File: src/rtl/i2cb_pkg.sv
package i2cb_pkg;

   typedef enum logic [2:0] {
      OP_RECOVER = 3'd0,
      OP_START   = 3'd1,
      OP_STOP    = 3'd2,
      OP_WRITE   = 3'd3,
      OP_READ    = 3'd4
   } op_e;

   typedef enum logic [2:0] {
      ST_IDLE,
      ST_RECOVER,
      ST_START,
      ST_STOP,
      ST_WBIT,
      ST_WACK,
      ST_RBIT,
      ST_RACK
   } st_e;

   // pull-down enables for the two bus lines: 1 = pulled low
   typedef struct packed {
      logic scl_pull;
      logic sda_pull;
   } lines_t;

endpackage

File: src/rtl/i2cb_qtick.sv
module i2cb_qtick #(
   parameter int DIV = 250
) (
   input  logic clk,
   input  logic rst_n,
   input  logic run,
   output logic tick
);
   localparam int CW = (DIV > 1) ? $clog2(DIV) : 1;
   localparam logic [CW-1:0] LAST = CW'(DIV - 1);

   logic [CW-1:0] cnt;

   // held at zero while idle so the first quarter is a full DIV cycles
   always_ff @(posedge clk or negedge rst_n) begin
      if (!rst_n)
         cnt <= '0;
      else if (!run || cnt == LAST)
         cnt <= '0;
      else
         cnt <= cnt + 1'b1;
   end

   assign tick = run && (cnt == LAST);
endmodule

File: src/rtl/i2cb_drive.sv
module i2cb_drive
   import i2cb_pkg::*;
(
   input  st_e        st,
   input  logic [2:0] q,
   input  logic       bit_val,
   input  logic       ack_pull,
   input  lines_t     cur,
   output lines_t     nxt
);
   // line levels for the quarter (st, q) about to begin
   always_comb begin
      nxt = cur;
      unique case (st)
         ST_IDLE: nxt = cur;
         ST_RECOVER: begin
            nxt.sda_pull = 1'b0;
            nxt.scl_pull = (q < 3'd2);
         end
         ST_START: begin
            case (q)
               3'd0:    nxt = cur;
               3'd1:    nxt = '{scl_pull: cur.scl_pull, sda_pull: 1'b0};
               3'd2:    nxt = '{scl_pull: 1'b0, sda_pull: 1'b0};
               default: nxt = '{scl_pull: 1'b0, sda_pull: 1'b1};
            endcase
         end
         ST_STOP: begin
            case (q)
               3'd0:    nxt = '{scl_pull: 1'b1, sda_pull: cur.sda_pull};
               3'd1:    nxt = '{scl_pull: 1'b1, sda_pull: 1'b1};
               3'd2:    nxt = '{scl_pull: 1'b0, sda_pull: 1'b1};
               default: nxt = '{scl_pull: 1'b0, sda_pull: 1'b0};
            endcase
         end
         ST_WBIT: begin
            if (q == 3'd0)
               nxt = '{scl_pull: 1'b1, sda_pull: cur.sda_pull};
            else
               nxt = '{scl_pull: (q == 3'd1), sda_pull: ~bit_val};
         end
         ST_WACK: begin
            if (q == 3'd0)
               nxt = '{scl_pull: 1'b1, sda_pull: cur.sda_pull};
            else
               nxt = '{scl_pull: (q == 3'd1 || q == 3'd4), sda_pull: 1'b0};
         end
         ST_RBIT: begin
            nxt = '{scl_pull: (q == 3'd0), sda_pull: 1'b0};
         end
         ST_RACK: begin
            if (q == 3'd0)
               nxt = '{scl_pull: 1'b1, sda_pull: 1'b0};
            else
               nxt = '{scl_pull: (q == 3'd1 || q == 3'd4), sda_pull: ack_pull};
         end
         default: nxt = cur;
      endcase
   end
endmodule

File: src/rtl/i2cb_seq.sv
module i2cb_seq
   import i2cb_pkg::*;
#(
   parameter int DATA_W         = 8,
   parameter int RECOVER_PULSES = 9
) (
   input  logic              clk,
   input  logic              rst_n,
   input  logic              tick,
   input  logic              cmd_valid,
   input  logic [2:0]        cmd_op,
   input  logic [DATA_W-1:0] cmd_wdata,
   input  logic              cmd_ack_lvl,
   input  logic              sda_in,
   output logic              cmd_ready,
   output logic              busy,
   output logic              step,
   output st_e               st_n,
   output logic [2:0]        q_n,
   output logic              bit_n,
   output logic              ackdrv_n,
   output logic              done,
   output logic [DATA_W-1:0] rsp_data,
   output logic              rsp_ack
);
   localparam int MAXC = (DATA_W > RECOVER_PULSES) ? DATA_W : RECOVER_PULSES;
   localparam int BCW  = $clog2(MAXC + 1);
   localparam logic [BCW-1:0] LAST_BIT   = BCW'(DATA_W - 1);
   localparam logic [BCW-1:0] LAST_PULSE = BCW'(RECOVER_PULSES - 1);

   st_e               st;
   logic [2:0]        q;
   logic [BCW-1:0]    bc, bc_n;
   logic [DATA_W-1:0] sh, sh_n, rd;
   logic              ackl, ackl_n;
   logic              fin, accept;

   assign cmd_ready = (st == ST_IDLE);
   assign busy      = ~cmd_ready;
   assign accept    = cmd_valid && cmd_ready;
   assign step      = accept || tick;
   assign bit_n     = sh_n[DATA_W-1];
   assign ackdrv_n  = ~ackl_n;
   assign rsp_data  = rd;

   always_comb begin
      st_n   = st;
      q_n    = q;
      bc_n   = bc;
      sh_n   = sh;
      ackl_n = ackl;
      fin    = 1'b0;
      if (accept) begin
         q_n    = 3'd0;
         bc_n   = '0;
         sh_n   = cmd_wdata;
         ackl_n = cmd_ack_lvl;
         case (cmd_op)
            OP_RECOVER: st_n = ST_RECOVER;
            OP_START:   st_n = ST_START;
            OP_STOP:    st_n = ST_STOP;
            OP_WRITE:   st_n = ST_WBIT;
            OP_READ:    st_n = ST_RBIT;
            default:    fin  = 1'b1;
         endcase
      end else if (tick) begin
         q_n = q + 3'd1;
         case (st)
            ST_RECOVER: if (q == 3'd3) begin
               q_n = 3'd0;
               if (bc == LAST_PULSE) begin
                  st_n = ST_STOP;
                  bc_n = '0;
               end else
                  bc_n = bc + 1'b1;
            end
            ST_START, ST_STOP: if (q == 3'd3) begin
               st_n = ST_IDLE;
               fin  = 1'b1;
            end
            ST_WBIT: if (q == 3'd3) begin
               q_n  = 3'd0;
               sh_n = {sh[DATA_W-2:0], 1'b0};
               if (bc == LAST_BIT) begin
                  st_n = ST_WACK;
                  bc_n = '0;
               end else
                  bc_n = bc + 1'b1;
            end
            ST_RBIT: if (q == 3'd2) begin
               q_n = 3'd0;
               if (bc == LAST_BIT) begin
                  st_n = ST_RACK;
                  bc_n = '0;
               end else
                  bc_n = bc + 1'b1;
            end
            ST_WACK, ST_RACK: if (q == 3'd4) begin
               st_n = ST_IDLE;
               fin  = 1'b1;
            end
            default: q_n = q;
         endcase
      end
   end

   always_ff @(posedge clk or negedge rst_n) begin
      if (!rst_n) begin
         st      <= ST_IDLE;
         q       <= 3'd0;
         bc      <= '0;
         sh      <= '0;
         ackl    <= 1'b0;
         done    <= 1'b0;
         rd      <= '0;
         rsp_ack <= 1'b0;
      end else begin
         st   <= st_n;
         q    <= q_n;
         bc   <= bc_n;
         sh   <= sh_n;
         ackl <= ackl_n;
         done <= fin;
         if (tick && st == ST_WACK && q == 3'd3)
            rsp_ack <= sda_in;
         if (tick && st == ST_RBIT && q == 3'd1)
            rd <= {rd[DATA_W-2:0], sda_in};
      end
   end
endmodule

File: src/rtl/i2c_bit_engine.sv
module i2c_bit_engine
   import i2cb_pkg::*;
#(
   parameter int DIV            = 250,
   parameter int DATA_W         = 8,
   parameter int RECOVER_PULSES = 9
) (
   input  logic              clk,
   input  logic              rst_n,
   input  logic              cmd_valid,
   output logic              cmd_ready,
   input  logic [2:0]        cmd_op,
   input  logic [DATA_W-1:0] cmd_wdata,
   input  logic              cmd_ack_lvl,
   output logic              done,
   output logic [DATA_W-1:0] rsp_data,
   output logic              rsp_ack,
   input  logic              sda_in,
   output logic              scl_oe,
   output logic              sda_oe
);
   generate
      if (DIV < 1) begin : g_bad_div
         $error("DIV must be at least 1");
      end
      if (DATA_W < 2) begin : g_bad_width
         $error("DATA_W must be at least 2");
      end
      if (RECOVER_PULSES < 1) begin : g_bad_pulses
         $error("RECOVER_PULSES must be at least 1");
      end
   endgenerate

   logic       tick, busy, step, bit_n, ackdrv_n;
   st_e        st_n;
   logic [2:0] q_n;
   lines_t     cur, nxt;

   i2cb_qtick #(.DIV(DIV)) u_tick (
      .clk  (clk),
      .rst_n(rst_n),
      .run  (busy),
      .tick (tick)
   );

   i2cb_seq #(.DATA_W(DATA_W), .RECOVER_PULSES(RECOVER_PULSES)) u_seq (
      .clk        (clk),
      .rst_n      (rst_n),
      .tick       (tick),
      .cmd_valid  (cmd_valid),
      .cmd_op     (cmd_op),
      .cmd_wdata  (cmd_wdata),
      .cmd_ack_lvl(cmd_ack_lvl),
      .sda_in     (sda_in),
      .cmd_ready  (cmd_ready),
      .busy       (busy),
      .step       (step),
      .st_n       (st_n),
      .q_n        (q_n),
      .bit_n      (bit_n),
      .ackdrv_n   (ackdrv_n),
      .done       (done),
      .rsp_data   (rsp_data),
      .rsp_ack    (rsp_ack)
   );

   i2cb_drive u_drv (
      .st      (st_n),
      .q       (q_n),
      .bit_val (bit_n),
      .ack_pull(ackdrv_n),
      .cur     (cur),
      .nxt     (nxt)
   );

   // line levels registered at each quarter boundary
   always_ff @(posedge clk or negedge rst_n) begin
      if (!rst_n)
         cur <= '0;
      else if (step)
         cur <= nxt;
   end

   assign scl_oe = cur.scl_pull;
   assign sda_oe = cur.sda_pull;
endmodule

File: config.mk
export PLATFORM = sky130hd
export DESIGN_NAME = i2c_bit_engine
export DESIGN_NICKNAME = d
export VERILOG_FILES = /design/src/rtl/i2cb_pkg.sv /design/src/rtl/i2cb_qtick.sv /design/src/rtl/i2cb_drive.sv /design/src/rtl/i2cb_seq.sv /design/src/rtl/i2c_bit_engine.sv
export SDC_FILE = /design/constraint.sdc
export NUM_CORES = 1
export LEC_CHECK = 0
export BUFFER_PORTS_ARGS = -buffer_cell sky130_fd_sc_hd__buf_4
export CORE_MARGIN = 2
export CORE_UTILIZATION = 45
export DETAILED_ROUTE_END_ITERATION = 8
export GPL_TIMING_DRIVEN = 0
export PLACE_DENSITY = 0.61
export SLEW_MARGIN = 20
export SYNTH_ARGS = -nofsm -noshare
export SYNTH_HDL_FRONTEND = slang
export SYNTH_HIERARCHICAL = 1
export SYNTH_SLANG_ARGS = --single-unit
File: constraint.sdc
create_clock -name clk -period 4 [get_ports clk]
set_clock_uncertainty 0.1 [all_clocks]
set_input_delay 0.4 -clock clk [delete_from_list [all_inputs] [get_ports clk]]
set_output_delay 0.4 -clock clk [all_outputs]
set_load 0.01 [all_outputs]
==> run summary <==
Outcome -> finished, final reports clean
Vias/cell -> 5.45
Area Overhead vs Synth -> 19.0%
Layout cells sized above 1 -> 22.7%
# diodes -> 0
Cell Area, Synth -> 0.00233 sq mm
CP max FO -> 10
Worst r2r src -> u_seq/st[1]$_DFF_PN0_
Overflow left after global routing -> 0
TritonCTS clock tree -> done
First-pass GRT wire length -> 8550 um
WS Path Type -> register to register
Setup repair after global routing missed its margin -> no
Power Total -> 0.000784 W
Most frequent cells in the layout -> 39 x dfrtp_1, 28 x buf_4, 18 x inv_1, 18 x a21oi_1, 18 x nand2_1
Initial antenna violation count -> 0
Max Freq -> 277 MHz
Sequential area share after synthesis -> 41.8%
CTS H-tree lvls -> 2
Post-route cell area -> 0.00278 sq mm
Placement Cell Area -> 0.00264 sq mm
Number of synthesized flops with an enable pin -> 0
Hold Crit Class -> input pin to register
Final Setup Violations -> 0
Worst-Skew Late Latency -> 290 ps
Yosys warnings -> 6
Worst-Margin Slew -> 506 ps
Mapped Nets -> 266
Full die area -> 0.00578 sq mm
Final ANT Viol Nets -> 0
Synth cell types -> 56
GR peak layer -> met2
Placer Congestion -> 0.823
Setup repair bufs after CTS -> 0
Clock transition at path regs -> 80 ps
Fin crit share -> 90.1%
Vias post-DR -> 1,892
Number of detailed-route iterations in the first pass -> 4
WP data arrival -> 3730 ps
R2R setup slack -> 400 ps
Fin cells -> 347
Crit end category -> register
Clk root buf -> clkbuf_8
Largest net degree at the start of global routing -> 40
Post-DP HPWL -> 3650 um
Clock Sink Count -> 39
CP required -> 4130 ps
Die X -> 76.0 um
Met1 Use GR -> 23.0%
Max clock buf depth -> 2
Dpl cells -> 338
Syn Area/Cell -> 9.76 sq um
Nets -> 303
R2R depth -> 15
Commonest non-fill, non-tap cell in the layout -> dfrtp_1
Synth Instances -> 239
Fin. max-slew vios -> 0
FFs w/ async S/R, synth -> 100%
# rows -> 26
Peak VDD IR -> 0.000199 V
DR DRC count -> 0
Top FF cell, synth -> dfrtp_1
Total GRT Usage -> 18.1%
Max_cap viols -> 0
Startpoint types -> register
Met3 usage -> 4.03%
Initial core utilization -> 46.3%
DR WL/cell -> 14.1 um
CP Launch Point -> u_seq/st[1]$_DFF_PN0_
I/O pins -> 29
GR Util met2 -> 31.4%
Hold Violations, Final -> 0
CP endpoint -> sda_oe$_DFFE_PN0P_
Final setup TNS -> 0 ps
Leakage power figure -> 1.31 nW
PwrDens -> 282 mW/mm^2
Max_slew headroom -> 65.8%
IO buf count -> 28
Vias in the first global route -> 1,850
1st-iter DRT viols -> 65
#FFs+latches synth -> 39
Fill cell count -> 477
Core area -> 0.00504 sq mm
Die H -> 76.0 um
Minimum clock period after layout -> 3600 ps
Num CTS Buffers -> 5
WL final -> 4890 um
RR Endpoint -> sda_oe$_DFFE_PN0P_
worst max-delay path, cell delays in order, from the launching register on:
cell and delay (ps):
dfrtp_1 480, clkbuf_2 250, nor3_1 110, inv_1 120, clkbuf_2 210, inv_1 80, nor3_2 350, clkbuf_2 300
o21ai_0 120, a22oi_1 200, o21ai_1 220, or3_1 420, a21oi_1 160, a31oi_1 60, a22oi_1 180, mux2_2 170
power breakdown:
group	leakage [nW]	switching, W	total [W]	internal, W
Clock	0.0612	0.000138	0.000340	0.000202
Sequential	0.479	0.00000395	0.000403	0.000399
Combinational	0.771	0.0000215	0.0000418	0.0000203
repair_timing:
item                                   CTS  global route
resized for setup                        3            10
pin swaps                                0             0
endpoints found under the hold margin   39             0
hold buffers                             1             0
cloned                                   0             0
setup endpoints to repair                2             2
cell type report:
type | count | area [sq um] | area share [%]
multi-input combinational | 174 | 1270 | 45.6
sequential | 39 | 976 | 35.1
timing repair buffer | 30 | 225 | 8.11
tap | 70 | 87.6 | 3.15
clock buffer | 6 | 82.6 | 2.97
inverter | 18 | 67.6 | 2.43
buffer | 8 | 37.5 | 1.35
clock inverter | 2 | 35.0 | 1.26
layer usage:
layer / up-vias / share of wire (%)
met2: 27 / 49
met3: 4 / 3.9
li1: 958 / -
met4: 0 / 0.69
met5: - / 0
met1: 903 / 46
cell families after synthesis:
family	Yosys count	share of synthesized area, %
xor+xnor	4	1.50
mux	16	7.45
flops	39	41.8
compound gates	66	18.8
simple gates	76	19.8
buf+inv	26	4.29
fa+ha+maj	12	6.33
metrics by stage:
step	hold WS [ps]	worst slack, ps	util [%]
after global placement	304	-319	52.2
after CTS	201	9.08	54.9
final	208	395	55.1
after floorplan	4.41	551	-
after global routing	219	40.7	55.1
after detailed placement	305	-295	52.3
state kept, by name, indices dropped and copies added (netlist names), 3 cells and up:
register,count
u_seq/q,3
u_seq/st,3
u_seq/sh,8
u_seq/rsp_data,8
u_tick/cnt,8
u_seq/bc,4
how the worst min path moves through the flow:
stage                       startpoint                       to  slack, ps  cells past startpoint
final                     cmd_wdata[2]  u_seq/sh[2]$_DFFE_PN0P_        210                      3
after global placement           rst_n  u_seq/sh[0]$_DFFE_PN0P_        300                      1
after detailed placement         rst_n  u_tick/cnt[1]$_DFF_PN0_        300                      1
after global routing      cmd_wdata[2]  u_seq/sh[2]$_DFFE_PN0P_        220                      3
after CTS                 cmd_wdata[2]  u_seq/sh[2]$_DFFE_PN0P_        200                      3
after floorplan                  rst_n       scl_oe$_DFFE_PN0P_          4                      0
cells in the mapped netlist (3+ instances only):
cell type | number | area share, %
nand2b_1 | 5 | 1.3
mux2i_1 | 5 | 2.1
nand2_1 | 18 | 2.9
o21ai_0 | 17 | 3.6
nand3b_1 | 4 | 1.3
nor3_1 | 4 | 0.86
clkbuf_1 | 5 | 0.80
nor2b_1 | 3 | 0.80
o22ai_1 | 5 | 1.3
a221o_1 | 3 | 1.3
mux2_2 | 11 | 5.3
nand3_1 | 7 | 1.5
dfrtp_1 | 39 | 42
and3_1 | 4 | 1.1
or3_1 | 3 | 0.80
a21oi_1 | 18 | 3.9
ha_1 | 11 | 5.9
nor2_1 | 9 | 1.4
inv_1 | 18 | 2.9
No activity file was read; power rests on OpenSTA's default activity.
